File: src/rtl/adcu_pkg.sv
// Package: shared types and widths for the ADC result update controller.
// Assumes: three analog inputs, 8-bit result codes.
package adcu_pkg;

    localparam int RES_W  = 8;
    localparam int NUM_IN = 3;

    // Input select field encoding; OFF powers the converter down.
    typedef enum logic [1:0] {
        SEL_OFF = 2'b00,
        SEL_IN0 = 2'b01,
        SEL_IN1 = 2'b10,
        SEL_IN2 = 2'b11
    } adc_sel_e;

    // Host register select for the read port.
    typedef enum logic {
        REG_RESULT = 1'b0,
        REG_STATUS = 1'b1
    } reg_addr_e;

endpackage

File: src/rtl/adcu_timebase.sv
// Timebase: divides the clock into a one-cycle tick every TICK_DIV clocks.
// Assumes: TICK_DIV >= 1; a divider of 1 yields a tick on every cycle after reset.
module adcu_timebase #(
    parameter int TICK_DIV = 200
) (
    input  logic clk,
    input  logic rst_n,
    output logic tick_o
);

    generate
        if (TICK_DIV <= 1) begin : g_nodiv
            logic run_q;

            // Purpose: tick is high on every cycle once reset is released.
            always_ff @(posedge clk) begin
                if (!rst_n) run_q <= 1'b0;
                else        run_q <= 1'b1;
            end

            assign tick_o = run_q;
        end else begin : g_div
            localparam int DIV_W = $clog2(TICK_DIV);
            localparam logic [DIV_W-1:0] LAST = DIV_W'(TICK_DIV - 1);

            logic [DIV_W-1:0] div_q;

            // Purpose: free-running modulo-TICK_DIV prescaler.
            always_ff @(posedge clk) begin
                if (!rst_n)             div_q <= '0;
                else if (div_q == LAST) div_q <= '0;
                else                    div_q <= div_q + 1'b1;
            end

            assign tick_o = (div_q == LAST);
        end
    endgenerate

endmodule

File: src/rtl/adcu_scheduler.sv
// Scheduler: counts ticks down to the next result update.
// When the converter is enabled, the count is loaded with the first-conversion latency.
// Each due point reloads it with the update period. warn_o is high during the last
// WARN_TICKS ticks before a due point.
// Assumes: WARN_TICKS < PERIOD_TICKS, 1 <= WARN_TICKS <= FIRST_TICKS.
module adcu_scheduler #(
    parameter int FIRST_TICKS  = 488,
    parameter int PERIOD_TICKS = 10000,
    parameter int WARN_TICKS   = 244
) (
    input  logic clk,
    input  logic rst_n,
    input  logic tick_i,
    input  logic en_i,
    output logic due_o,
    output logic warn_o
);

    localparam int MAX_TICKS = (FIRST_TICKS > PERIOD_TICKS) ? FIRST_TICKS : PERIOD_TICKS;
    localparam int CNT_W     = $clog2(MAX_TICKS + 1);
    localparam logic [CNT_W-1:0] FIRST_LD  = CNT_W'(FIRST_TICKS);
    localparam logic [CNT_W-1:0] PERIOD_LD = CNT_W'(PERIOD_TICKS);
    localparam logic [CNT_W-1:0] WARN_LIM  = CNT_W'(WARN_TICKS);
    localparam logic [CNT_W-1:0] ONE       = CNT_W'(1);

    logic [CNT_W-1:0] cnt_q;

    // Purpose: ticks remaining until the next update; parked at first latency when off.
    always_ff @(posedge clk) begin
        if (!rst_n)          cnt_q <= FIRST_LD;
        else if (!en_i)      cnt_q <= FIRST_LD;
        else if (tick_i) begin
            if (cnt_q == ONE) cnt_q <= PERIOD_LD;
            else              cnt_q <= cnt_q - 1'b1;
        end
    end

    // Purpose: due pulse on the tick that ends the count; warning window flag.
    always_comb begin
        due_o  = en_i && tick_i && (cnt_q == ONE);
        warn_o = en_i && (cnt_q <= WARN_LIM);
    end

    AST_RELOAD_AFTER_DUE: assert property (@(posedge clk) disable iff (!rst_n)
        due_o |=> (cnt_q == PERIOD_LD));

    AST_FIRST_LOAD: assert property (@(posedge clk) disable iff (!rst_n)
        $rose(en_i) |-> (cnt_q == FIRST_LD));

    AST_NO_DUE_OFF: assert property (@(posedge clk) disable iff (!rst_n)
        !en_i |-> !due_o && !warn_o);

endmodule

File: src/rtl/adcu_result_reg.sv
// Result register with host read lock and pending update.
// A due update is written right away unless a read lock is held. Under a lock,
// the sampled code is parked, and it is written on the first clock with the lock clear.
// Assumes: due_i only pulses while en_i is high.
module adcu_result_reg #(
    parameter int RES_W = 8
) (
    input  logic             clk,
    input  logic             rst_n,
    input  logic             en_i,
    input  logic             due_i,
    input  logic [RES_W-1:0] sample_i,
    input  logic             cs_n_i,
    input  logic             rd_i,
    input  logic             rd_done_i,
    input  logic             addr_res_i,
    output logic [RES_W-1:0] result_o,
    output logic             pend_o,
    output logic             wr_o
);

    logic             lock_q;
    logic             pend_q;
    logic [RES_W-1:0] pdata_q;
    logic [RES_W-1:0] result_q;

    // Purpose: read lock set by a result read start, cleared by completion or chip-select high.
    always_ff @(posedge clk) begin
        if (!rst_n)                     lock_q <= 1'b0;
        else if (cs_n_i)                lock_q <= 1'b0;
        else if (rd_done_i)             lock_q <= 1'b0;
        else if (rd_i && addr_res_i)    lock_q <= 1'b1;
    end

    // Purpose: write enable for the result register.
    always_comb begin
        wr_o = en_i && (due_i || pend_q) && !lock_q;
    end

    // Purpose: park a due sample while locked; drop it when the converter is turned off.
    always_ff @(posedge clk) begin
        if (!rst_n) begin
            pend_q  <= 1'b0;
            pdata_q <= '0;
        end else if (!en_i) begin
            pend_q  <= 1'b0;
        end else if (due_i && lock_q) begin
            pend_q  <= 1'b1;
            pdata_q <= sample_i;
        end else if (wr_o) begin
            pend_q  <= 1'b0;
        end
    end

    // Purpose: result register; a fresh due sample wins over a parked one.
    always_ff @(posedge clk) begin
        if (!rst_n)    result_q <= '0;
        else if (wr_o) result_q <= due_i ? sample_i : pdata_q;
    end

    assign result_o = result_q;
    assign pend_o   = pend_q;

    AST_FROZEN_LOCK: assert property (@(posedge clk) disable iff (!rst_n)
        lock_q |=> $stable(result_q));

    AST_CS_ABORT: assert property (@(posedge clk) disable iff (!rst_n)
        cs_n_i |=> !lock_q);

    AST_PEND_RELEASE: assert property (@(posedge clk) disable iff (!rst_n)
        ($fell(lock_q) && pend_q && en_i) |=> !pend_q);

endmodule

File: src/rtl/adc_update_ctrl.sv
// Top: ADC result register update controller.
// Ties together the tick timebase, the update scheduler and the locked result register.
// Provides the input mux of the stub conversion codes and the host read port.
// Assumes: select input is synchronous to clk; host strobes are single-cycle or level.
module adc_update_ctrl #(
    parameter int TICK_DIV     = 200,
    parameter int FIRST_TICKS  = 488,
    parameter int PERIOD_TICKS = 10000,
    parameter int WARN_TICKS   = 244
) (
    input  logic       clk,
    input  logic       rst_n,
    input  logic [1:0] sel_i,
    input  logic [7:0] ain0_i,
    input  logic [7:0] ain1_i,
    input  logic [7:0] ain2_i,
    input  logic       cs_n_i,
    input  logic       rd_i,
    input  logic       rd_done_i,
    input  logic       addr_i,
    output logic [7:0] rdata_o,
    output logic [7:0] result_o,
    output logic       cu_o
);

    import adcu_pkg::*;

    adc_sel_e         sel;
    logic             en;
    logic             tick;
    logic             due;
    logic             warn;
    logic             pend;
    logic             wr;
    logic [RES_W-1:0] sample;
    logic [RES_W-1:0] res;

    // Purpose: decode the select field into an enable.
    always_comb begin
        sel = adc_sel_e'(sel_i);
        en  = (sel != SEL_OFF);
    end

    // Purpose: route the stub code of the selected input.
    always_comb begin
        unique case (sel)
            SEL_IN0: sample = ain0_i;
            SEL_IN1: sample = ain1_i;
            SEL_IN2: sample = ain2_i;
            default: sample = '0;
        endcase
    end

    adcu_timebase #(
        .TICK_DIV (TICK_DIV)
    ) u_tb (
        .clk    (clk),
        .rst_n  (rst_n),
        .tick_o (tick)
    );

    adcu_scheduler #(
        .FIRST_TICKS  (FIRST_TICKS),
        .PERIOD_TICKS (PERIOD_TICKS),
        .WARN_TICKS   (WARN_TICKS)
    ) u_sched (
        .clk    (clk),
        .rst_n  (rst_n),
        .tick_i (tick),
        .en_i   (en),
        .due_o  (due),
        .warn_o (warn)
    );

    adcu_result_reg #(
        .RES_W (RES_W)
    ) u_res (
        .clk        (clk),
        .rst_n      (rst_n),
        .en_i       (en),
        .due_i      (due),
        .sample_i   (sample),
        .cs_n_i     (cs_n_i),
        .rd_i       (rd_i),
        .rd_done_i  (rd_done_i),
        .addr_res_i (reg_addr_e'(addr_i) == REG_RESULT),
        .result_o   (res),
        .pend_o     (pend),
        .wr_o       (wr)
    );

    // Purpose: status flag and host read data mux.
    always_comb begin
        cu_o     = warn || (en && pend);
        result_o = res;
        if (reg_addr_e'(addr_i) == REG_STATUS) rdata_o = {{(RES_W-1){1'b0}}, cu_o};
        else                                   rdata_o = res;
    end

    AST_CU_AT_WRITE: assert property (@(posedge clk) disable iff (!rst_n)
        wr |-> cu_o);

    AST_OFF_QUIET: assert property (@(posedge clk) disable iff (!rst_n)
        (sel == SEL_OFF) |=> $stable(result_o));

    AST_CU_DROPS_ON_WRITE: assert property (@(posedge clk) disable iff (!rst_n)
        (wr && due) |=> !cu_o);

endmodule

File: config.mk
export PLATFORM = sky130hd
export DESIGN_NAME = adc_update_ctrl
export DESIGN_NICKNAME = d
export VERILOG_FILES = /design/src/rtl/adcu_pkg.sv /design/src/rtl/adcu_timebase.sv /design/src/rtl/adcu_scheduler.sv /design/src/rtl/adcu_result_reg.sv /design/src/rtl/adc_update_ctrl.sv
export SDC_FILE = /design/constraint.sdc
export NUM_CORES = 1
export LEC_CHECK = 0
export ABC_AREA = 0
export CORE_ASPECT_RATIO = 1.4
export CORE_MARGIN = 1.5
export CORE_UTILIZATION = 25
export DETAILED_ROUTE_END_ITERATION = 10
export PLACE_DENSITY = 0.44
export SYNTH_ARGS = -nofsm -noshare
export SYNTH_HDL_FRONTEND = slang
export SYNTH_SLANG_ARGS = --single-unit
File: constraint.sdc
create_clock -name clk -period 3.3 [get_ports clk]
set_clock_uncertainty 0.15 [all_clocks]
set_input_delay 0.495 -clock clk [delete_from_list [all_inputs] [get_ports clk]]
set_output_delay 0.495 -clock clk [all_outputs]
set_load 0.005 [all_outputs]
Word level (Yosys, flattened, before mapping) --
Cells that the tools add are included.
Operators by class: muxes and demuxes 6, add/subtract/negate cells 2, $lt $le $gt $ge 1, equal/unequal tests 5, bitwise logic cells 2, reductions and logical operators 17
Operator list (count):
- 8-bit case mux with 3 select lines | 1
- 8-bit two-way mux | 2
- 14-bit by 1-bit == test with 1-bit output, second input constant | 1
- 14-bit by 8-bit less-or-equal comparator with 1-bit output, second input constant | 1
- 14-bit two-way mux | 1
- 14-bit by 1-bit subtractor with 14-bit output, second input constant | 1
- 8-bit by 1-bit adder with 8-bit output, second input constant | 1
- 8-bit == test, second input constant | 1
- 1-bit logical AND | 8
- 2-bit == test, second input constant | 2
- 2-bit AND reduction | 2
- 2-bit nonzero test | 2
- 3-bit OR reduction | 1
- 2-bit by 1-bit == test with 1-bit output, second input constant | 1
- 1-bit logical OR | 2
- 1-bit two-way mux | 2
- 1-bit NOT | 2
- 2-bit OR reduction | 1
- 1-bit zero test | 1
Word-level totals: register bits 40, word-level logic and storage cells 39, output and inout bits 17

Logic depth before layout (Yosys ltp) --
depth after elaboration 8, depth in mapped cells 8, gate-level depth less buffers 7

Hierarchy --
From an unflattened synthesis, not the netlist that was laid out.
Second synthesis, totals: cells, all modules 224, area, all modules 2173.3 um^2
Modules (own cells, without submodules):
- adcu_result_reg | area an instance 788.3 um^2, instances 1, cells each 70
- adcu_scheduler | area an instance 750.7 um^2, instances 1, cells each 80
- adcu_timebase | area an instance 362.8 um^2, instances 1, cells each 39
- adc_update_ctrl | area an instance 271.5 um^2, instances 1, cells each 35

Worst setup path after synthesis --
Ideal clock, no wire load.
path kind register to register, start register u_sched.cnt_q[1], end register u_res.result_q[2] (netlist: u_res.result_o[2]), cell stages (with the launch flop) 8, path slack 1.165 ns, buffers on the path 0, period minus slack after synthesis 2.135 ns, data arrival time 1.910 ns, path through dfxtp_1 -> inv_1 -> ha_1 -> nor3b_1 -> nand4_4 -> nor3_4 -> mux2_2 -> o22ai_1
Between the ends: cells in the longest elaborated chain, start to end 5
Ends and longest elaborated chain:
- start, declared | RTL line adcu_scheduler.sv:26 | logic [CNT_W-1:0] cnt_q;
- start signal, assigned | RTL line adcu_scheduler.sv:34 | else cnt_q <= cnt_q - 1'b1;
- 14-bit by 1-bit == test with 1-bit output * | RTL line adcu_scheduler.sv:40 | due_o = en_i && tick_i && (cnt_q == ONE);
- 1-bit logical AND * | RTL line adcu_scheduler.sv:40
- 1-bit logical OR | RTL line adcu_result_reg.sv:37 | wr_o = en_i && (due_i || pend_q) && !lock_q;
- 1-bit logical AND (2 in series) | RTL line adcu_result_reg.sv:37
- end signal, assigned | RTL line adcu_result_reg.sv:58 | else if (wr_o) result_q <= due_i ? sample_i : pdata_q;
- end, declared | RTL line adcu_result_reg.sv:25 | logic [RES_W-1:0] result_q;
Every way passes the cells marked *; elsewhere a longest branch is shown, timed or not. A chain may end at the register's enable or synchronous reset.

Worst setup path in the final report --
start register u_sched.cnt_q[0], end output rdata_o[0]
Between the ends: cells in the longest elaborated chain, start to end 4
Ends and longest elaborated chain:
- 14-bit by 8-bit less-or-equal comparator with 1-bit output | RTL line adcu_scheduler.sv:41 | warn_o = en_i && (cnt_q <= WARN_LIM);
- 1-bit logical AND | RTL line adcu_scheduler.sv:41
- 1-bit logical OR | RTL line adc_update_ctrl.sv:94 | cu_o = warn || (en && pend);
- 8-bit two-way mux | RTL line adc_update_ctrl.sv:96 | if (reg_addr_e'(addr_i) == REG_STATUS) rdata_o = {{(RES_W-1){1'b0}}, cu_o};
- end, declared | RTL line adc_update_ctrl.sv:21 | output logic [7:0] rdata_o,
No other way between the ends.

==> flow_metrics.env <==
export IMPL_clkSinkCount=40
export IMPL_layout_common_cells="clkdlybuf4s50_1 (48), dfxtp_1 (40), nand2_1 (20)"
export IMPL_rsz0062_at_grt="no"
export IMPL_wl_met3_microns=215
export IMPL_start_util_pct=25.9
export IMPL_worstPathRequired_ns=2.65
export IMPL_ys_types=50
export IMPL_area_growth_synth_to_final_pct=36.0
export IMPL_fin_area_sq_mm=0.00291
export IMPL_vias=1853
export IMPL_die_area_sq_mm=0.00913
export IMPL_max_slew_margin_rel_pct=45.6
export IMPL_fp_dieH_microns=112
export IMPL_power_density_mw_per_mm2=361
export IMPL_diodes=0
export IMPL_drt_initial_drc_count=56
export IMPL_final_core_util_pct=35.3
export IMPL_gp_congestion=0.720
export IMPL_path_class="reg2out"
export IMPL_ant_nets=0
export IMPL_ys_async_sr_fraction_pct=0
export IMPL_clockRootBuffer="clkbuf_16"
export IMPL_core_rowCount=39
export IMPL_grt_max_degree=24
export IMPL_synthCells=233
export IMPL_holdWs_ns=0.298
export IMPL_drv_slew=0
export IMPL_clockBufferDepth=2
export IMPL_post_dp_hpwl_microns=4350
export IMPL_start_kind="flop"
export IMPL_syn_area_sq_mm=0.00214
export IMPL_wl_met1_microns=2320
export IMPL_grt_pass1_wl_microns=9690
export IMPL_fin_crit_ns=2.82
export IMPL_clk_insertion_delay_late_ns=0.28
export IMPL_final_common_cell="clkdlybuf4s50_1"
export IMPL_fmax_mhz=354
export IMPL_top_layer="met4"
export IMPL_synth_fp_nets=268
export IMPL_grt_ovfl_total=0
export IMPL_place_area_sq_mm=0.00277
export IMPL_yosysSeqAreaShare_pct=37.4
export IMPL_hold_violations=0
export IMPL_grt_antenna_before_repair=0
export IMPL_tightestPinTransition_ns=0.810
export IMPL_grt_pass1_vias=1959
export IMPL_wl_per_cell_microns=14.4
export IMPL_finalCritPeriodShare_pct=85.6
export IMPL_power_mw=1.05
export IMPL_drtPass1Iterations=4
export IMPL_nFillCells=858
export IMPL_clk_pin_slew_worst_paths_ns=0.06
export IMPL_synth_main_ff_cell="dfxtp_1"
export IMPL_max_cap_viol_count=0
export IMPL_drc_errors=0
export IMPL_drt_total_wl_microns=5620
export IMPL_htree_levels=2
export IMPL_cp_arrival_ns=2.18
export IMPL_ys_ff_latch=40
export IMPL_cp_end_kind="primary output"
export IMPL_outcome="complete, no violations"
export IMPL_cts_resized=0
export IMPL_min_path_type="reg2reg"
export IMPL_cts_buffers_inserted=5
export IMPL_ios=49
export IMPL_coreArea_sq_mm=0.00825
export IMPL_setup_tns_ns=0
export IMPL_p_leak_nw=1.06
export IMPL_nNetsFinal=322
export IMPL_cts_hold_buf=0
export IMPL_ir_worst_vdd_v=0.000167
export IMPL_io_buffers=48
export IMPL_synth_edf_count=0
export IMPL_synth_avg_cell_area_sq_um=9.18
export IMPL_post_cts_buffers=0
export IMPL_routed_via_density=4.75
export IMPL_track_usage_pct=13.8
export IMPL_cts_tree="built"
export IMPL_layout_drive_gt1_share_pct=13.9
export IMPL_die_x_microns=81.2
export IMPL_path_max_fanout=4
export IMPL_wl_met2_microns=3040
export IMPL_synth_warnings=0
export IMPL_setup_violations=0
synth_stat cells, types with 2 or more instances:
library cell  count  area, sq um
dfxtp_1          40          801
nand2_1          20         75.1
nor2_1           19         71.3
mux2_2           12          135
nor2b_1          12         75.1
inv_1             9         33.8
nor3_1            8         40.0
clkbuf_1          7         26.3
o211a_1           7         70.1
o21ai_0           7         35.0
o22ai_1           7         43.8
a22oi_1           6         45.0
xnor2_1           6         52.6
a21oi_1           5         25.0
mux2i_1           5         50.1
xor2_1            5         43.8
a211oi_1          4         30.0
nand3_1           4         20.0
nor4_1            4         25.0
or3_1             4         25.0
and3_1            3         18.8
ha_1              3         37.5
a31oi_1           2         12.5
and2_1            2         12.5
and4_1            2         17.5
mux2_1            2         22.5
nand3b_1          2         15.0
nor3_4            2         32.5
nor3b_1           2         15.0
nor4b_1           2         17.5
cell type report:
| class | instances | area (sq um) | share of cell area, % |
|---|---|---|---|
| multi-input cells | 175 | 1260 | 43.4 |
| clock inverters | 3 | 18.8 | 0.645 |
| well taps | 102 | 128 | 4.39 |
| repair buffers | 56 | 541 | 18.6 |
| clock buffers | 5 | 125 | 4.30 |
| flip-flops and latches | 40 | 801 | 27.5 |
| inverters | 9 | 33.8 | 1.16 |
final timing paths:
path | from | to | slack [ns] | cells past startpoint
min | u_tb.g_div.div_q[0] | u_tb.g_div.div_q[0] | 0.30 | 1
max reg2reg | u_sched.cnt_q[1] | u_res.result_o[2] | 0.79 | 7
min reg2reg | u_tb.g_div.div_q[0] | u_tb.g_div.div_q[0] | 0.30 | 1
max | u_sched.cnt_q[0] | rdata_o[0] | 0.48 | 8
flip-flops by register name, indices dropped and copies added (netlist names):
name,flops
u_res.lock_q,1
u_sched.cnt_q,14
u_res.result_o,8
u_res.pend_o,1
u_res.pdata_q,8
u_tb.g_div.div_q,8
per-stage QoR:
stage | std cells | setup slack [ns]
finish | 390 | 0.477
global route | 390 | 0.288
CTS | 390 | 0.452
detailed placement | 382 | 0.662
global placement | 382 | 0.649
floorplan | 233 | 1.16
logic make-up (layout without fill, tap and decap cells):
group	count (synthesis)	count (layout)	share of synthesized area [%]
adder cells (fa/ha/maj)	3	3	1.75
buffers and inverters	18	73	3.57
flip-flops	40	40	37.4
AND/OR/NAND/NOR	98	98	28.4
multiplexers	19	19	9.71
AO/OA/AOI/OAI	44	44	14.6
XOR/XNOR	11	11	4.50
worst max-delay path: stages, from the launching register on:
cell	delay [ns]
dfxtp_1	0.35
inv_1	0.09
ha_1	0.24
nor2b_1	0.13
o21ai_0	0.09
a31oi_1	0.20
nor2_1	0.10
mux2_2	0.27
clkdlybuf4s50_1	0.44
report_power, final:
part | switching, mW | internal, mW
Combinational | 0.0357 | 0.0518
Clock | 0.197 | 0.279
Sequential | 0.00217 | 0.486
routing by layer:
metal | vias up | global-route usage (%)
li1 | 950 | -
met1 | 861 | 15.6
met2 | 37 | 25.2
met3 | 5 | 3.17
met4 | 0 | 3.45
met5 | - | 0
(Power assumes the default switching activity.)
